===== config.mk =====
export PLATFORM = sky130hd
export DESIGN_NAME = trace_patt_mon
export DESIGN_NICKNAME = d
export VERILOG_FILES = /design/src/rtl/trace_patt_mon.sv
export SDC_FILE = /design/constraint.sdc
export NUM_CORES = 1
export LEC_CHECK = 0
export ABC_AREA = 1
export CORE_MARGIN = 4
export CORE_UTILIZATION = 56
export DETAILED_ROUTE_END_ITERATION = 8
export PLACE_DENSITY = 0.8
export SKIP_CTS_REPAIR_TIMING = 1
export SYNTH_ARGS = -nofsm -noshare
export SYNTH_HDL_FRONTEND = slang
export SYNTH_SLANG_ARGS = --single-unit

===== constraint.sdc =====
create_clock -name clk -period 1.9 [get_ports clk]
set_clock_uncertainty 0.05 [all_clocks]
set_input_delay 0.285 -clock clk [delete_from_list [all_inputs] [get_ports clk]]
set_output_delay 0.285 -clock clk [all_outputs]
set_load 0.005 [all_outputs]

===== src/rtl/trace_patt_mon.sv =====
module trace_patt_mon #(
  parameter int DATA_W = 64,
  parameter int REG_W  = 32,
  parameter int ADDR_W = 12,
  parameter logic [ADDR_W-1:0] BASE = 12'hA00
) (
  input  logic              clk,
  input  logic              rst_n,
  input  logic              reg_we,
  input  logic [ADDR_W-1:0] reg_addr,
  input  logic [REG_W-1:0]  reg_wdata,
  output logic [REG_W-1:0]  reg_rdata,
  input  logic              in_valid,
  input  logic [DATA_W-1:0] in_data,
  output logic              out_valid,
  output logic [DATA_W-1:0] out_data,
  output logic              trig,
  output logic              ts_req
);
  localparam int NW   = DATA_W / REG_W;
  localparam int NGRP = 4;
  localparam logic [ADDR_W-1:0] A_CTRL = BASE;
  localparam logic [ADDR_W-1:0] A_TSEN = BASE + ADDR_W'(4);

  function automatic logic [ADDR_W-1:0] grp_addr(int g, int i);
    return BASE + ADDR_W'(8 + 4 * (g * NW + i));
  endfunction

  // groups: 0 ts pattern, 1 ts mask, 2 trig pattern, 3 trig mask
  logic [DATA_W-1:0] pat_q [NGRP];
  logic en_q, mode_q, tsen_q;
  logic have_prev;
  logic [DATA_W-1:0] prev_q;

  always_ff @(posedge clk or negedge rst_n) begin
    if (!rst_n) begin
      en_q   <= 1'b0;
      mode_q <= 1'b0;
      tsen_q <= 1'b0;
      for (int g = 0; g < NGRP; g++) pat_q[g] <= '0;
    end else if (reg_we) begin
      if (reg_addr == A_CTRL) {mode_q, en_q} <= reg_wdata[1:0];
      if (reg_addr == A_TSEN) tsen_q <= reg_wdata[0];
      for (int g = 0; g < NGRP; g++)
        for (int i = 0; i < NW; i++)
          if (reg_addr == grp_addr(g, i)) pat_q[g][i*REG_W +: REG_W] <= reg_wdata;
    end
  end

  always_comb begin
    reg_rdata = '0;
    if (reg_addr == A_CTRL) reg_rdata = {{(REG_W-2){1'b0}}, mode_q, en_q};
    if (reg_addr == A_TSEN) reg_rdata = {{(REG_W-1){1'b0}}, tsen_q};
    for (int g = 0; g < NGRP; g++)
      for (int i = 0; i < NW; i++)
        if (reg_addr == grp_addr(g, i)) reg_rdata = pat_q[g][i*REG_W +: REG_W];
  end

  wire take    = in_valid & en_q;
  wire ts_hit  = (((in_data ^ pat_q[0]) & pat_q[1]) == '0);
  wire tg_hit  = (((in_data ^ pat_q[2]) & pat_q[3]) == '0);
  wire changed = !have_prev || (in_data != prev_q);

  always_ff @(posedge clk or negedge rst_n) begin
    if (!rst_n) begin
      out_valid <= 1'b0;
      out_data  <= '0;
      trig      <= 1'b0;
      ts_req    <= 1'b0;
      have_prev <= 1'b0;
      prev_q    <= '0;
    end else begin
      trig      <= take & tg_hit;
      ts_req    <= take & tsen_q & ts_hit;
      out_valid <= take & (!mode_q | changed);
      have_prev <= en_q & (have_prev | in_valid);
      if (take) begin
        out_data <= in_data;
        prev_q   <= in_data;
      end
    end
  end
endmodule



==> reports/results.tsv <==
metric	value	unit
setup TNS	-12.47	ns
Initial Util	57.3	%
HPWL after DPL	47500	um
Yosys top cell area share	47.7	%
fin area	23600	um^2
post-layout util	78.9	%
top-count cell post-synth	nand2_1	
Skew-Pair Late Insertion Delay	0.53	ns
die area	33500	um^2
Post-DP Area	21400	um^2
CP max stage delay	0.28	ns
sequential-to-total area share from yosys stat	47.7	%
Final Cycle Share	125	%
Synth top cells by count	828 x nand2_1, 382 x o21ai_0, 327 x dfrtp_1	
share of cells above drive strength 1	17.9	%
PD cells	667	nW/um^2
syn nets	2441	
cell taking the most area after synthesis	dfrtp_1	
Nets	2876	
DRT iter0 DRCs	2481	
Pwr Total	15.8	mW
Core Area	30000	um^2
max-slew violation count	0	
Max FO, Critical Path	16	
final hold violation count	0	
ys async rst share	100	%
RSZ-0062 raised after global routing	yes	
status	complete, but fails checks	
Cells after Synth	2329	
crit path kind	in2out	
DRC viols	0	
Max VDD drop	0.000670	V
CTS max path bufs	3	
Synth Warn #	0	
worst relative slew slack	53.6	%
CTS clk-pin slew, worst paths	0.06	ns
failing checks	setup timing	
CTS tree	built	
Overflow after GRT	0	
#FFs+latches synth	327	
max_cap viols	0	
CTS HTree Levels	2	
ANT cells	0	
vias in the first global route	17500	
EDFF count, synth	0	
Fill cells	2184	
Vias	18700	
Clock Tree Root	clkbuf_16	
Hold WC Path Type	in2async	
Die X	183	um
leakage	11.4	nW
first-pass GRT wire length	101000	um
Crit. End Element	primary output	
area of the multi-input gates	8140	um^2
DR WL/cell	21.7	um
Max Clock Freq	421	MHz
CP arrival	2.04	ns
vias per cell	5.89	
TritonCTS Buffers	37	
Period minus WS final	2.37	ns
die height	183	um
initial antenna violation count	1	
I/O Buffers	210	
RD Place Congestion	0.995	
TritonCTS Sinks	327	
worst setup margin	-0.474	ns
gr usage total	38.9	%
io pins	211	
Critical Path Source Type	input pin	
Syn Area/Cell	7.37	um^2
final setup vio count	32	
Detail Route Antenna Nets	0	
# rows	63	
Post-Syn Area	17200	um^2
top post-synthesis cells by area	dfrtp_1 48%, nand2_1 18%, o21ai_0 11%	
Seq. cell area	8180	um^2
CP max stage cell	o21ai_0	
Least-Margin Pin Slew	0.688	ns
worst hold slack	0.243	ns
Area Overhead vs Synth	37.7	%
worst endpoint required time	1.56	ns
drt pass-1 iters	6	
largest net degree at the start of global routing	64	
WL final	68900	um
dominant register cell in the synthesized netlist	dfrtp_1	
Cell variety after synth	41	
critical path, cell by cell	buf_6 -> nor2_4 -> nand2_2 -> nor2_4 -> buf_4 -> nand2_4 -> buf_12 -> buf_12 -> o21ai_0 -> o21ai_2 -> dlymetal6s2s_1	
cell families after synthesis:
group / after synthesis / synth area share (%)
buffers and inverters: 303 / 7.25
AO/OA/AOI/OAI: 524 / 15.9
multiplexers: 1 / 0.0656
AND/OR/NAND/NOR: 1130 / 26.9
flip-flops: 327 / 47.7
XOR/XNOR: 44 / 2.25
power by group:
part	internal (mW)	total, mW	switching [mW]
clock	4.45	7.36	2.92
sequential	7.03	7.09	0.0633
combinational	0.590	1.31	0.723
total	12.1	15.8	3.70
cells in the final DEF (no fill, tap or decap), drive strengths merged, types with 29 or more instances in the layout:
master / instances
nand3: 103
xnor2: 29
o21ai: 438
buf: 294
dfrtp: 327
inv: 213
a21oi: 39
clkbuf: 76
nand2: 841
clkdlybuf4s50: 164
nor2: 140
layer usage:
| layer | track usage, % | up-vias | wire [um] |
|---|---|---|---|
| met5 | 0 | - | 13 |
| met4 | 19.5 | 2 | 4340 |
| met3 | 8.47 | 221 | 7980 |
| met2 | 60.8 | 1238 | 31100 |
| met1 | 51.6 | 8882 | 25500 |
| li1 | - | 8387 | - |
cell type report:
| class | count | area share [%] |
|---|---|---|
| Multi-Input combinational cell | 1699 | 34.4 |
| Inverter | 212 | 3.49 |
| Clock buffer | 58 | 4.73 |
| Sequential cell | 327 | 34.6 |
| Timing Repair Buffer | 486 | 20.1 |
| Tap cell | 390 | 2.06 |
| Clock inverter | 8 | 0.503 |
| Timing Repair inverter | 1 | 0.0371 |
per-stage QoR:
stage / cells / setup WS [ns]
2_1_floorplan: 2329 / 0.132
3_3_place_gp: 3059 / -1.04
3_5_place_dp: 3059 / -1.06
4_1_cts: 3125 / -1.10
5_1_grt: 3181 / -0.556
6_report: 3181 / -0.474
worst max-delay path: cells and delay by family:
kind / cells / cell delay (ns)
and+or+nand+nor: 4 / 0.64
buffers and inverters: 5 / 0.70
AOI/OAI and AO/OA: 2 / 0.39
flip-flops by register name, indices dropped and copies added (netlist names):
| register | cells |
|---|---|
| out_valid | 1 |
| tsen_q | 1 |
| en_q | 1 |
| mode_q | 1 |
| have_prev | 1 |
| ts_req | 1 |
| pat_q | 256 |
| out_data | 64 |
| trig | 1 |
final timing paths:
path / from / end / slack, ns / cells after the start
worst min register to register: pat_q[158]$_DFFE_PN0P_ / pat_q[158]$_DFFE_PN0P_ / 0.43 / 2
worst max-delay path: reg_addr[0] / reg_rdata[28] / -0.47 / 11
max in group asynchronous: rst_n / pat_q[242]$_DFFE_PN0P_ / 0.86 / 3
worst min-delay path: rst_n / out_data[7]$_DFFE_PN0P_ / 0.24 / 2
worst max register to register: pat_q[91]$_DFFE_PN0P_ / trig$_DFF_PN0_ / 0.02 / 9
min in group clk: in_data[53] / out_data[53]$_DFFE_PN0P_ / 0.35 / 3
Note: power is estimated with default switching activity, not from simulation.
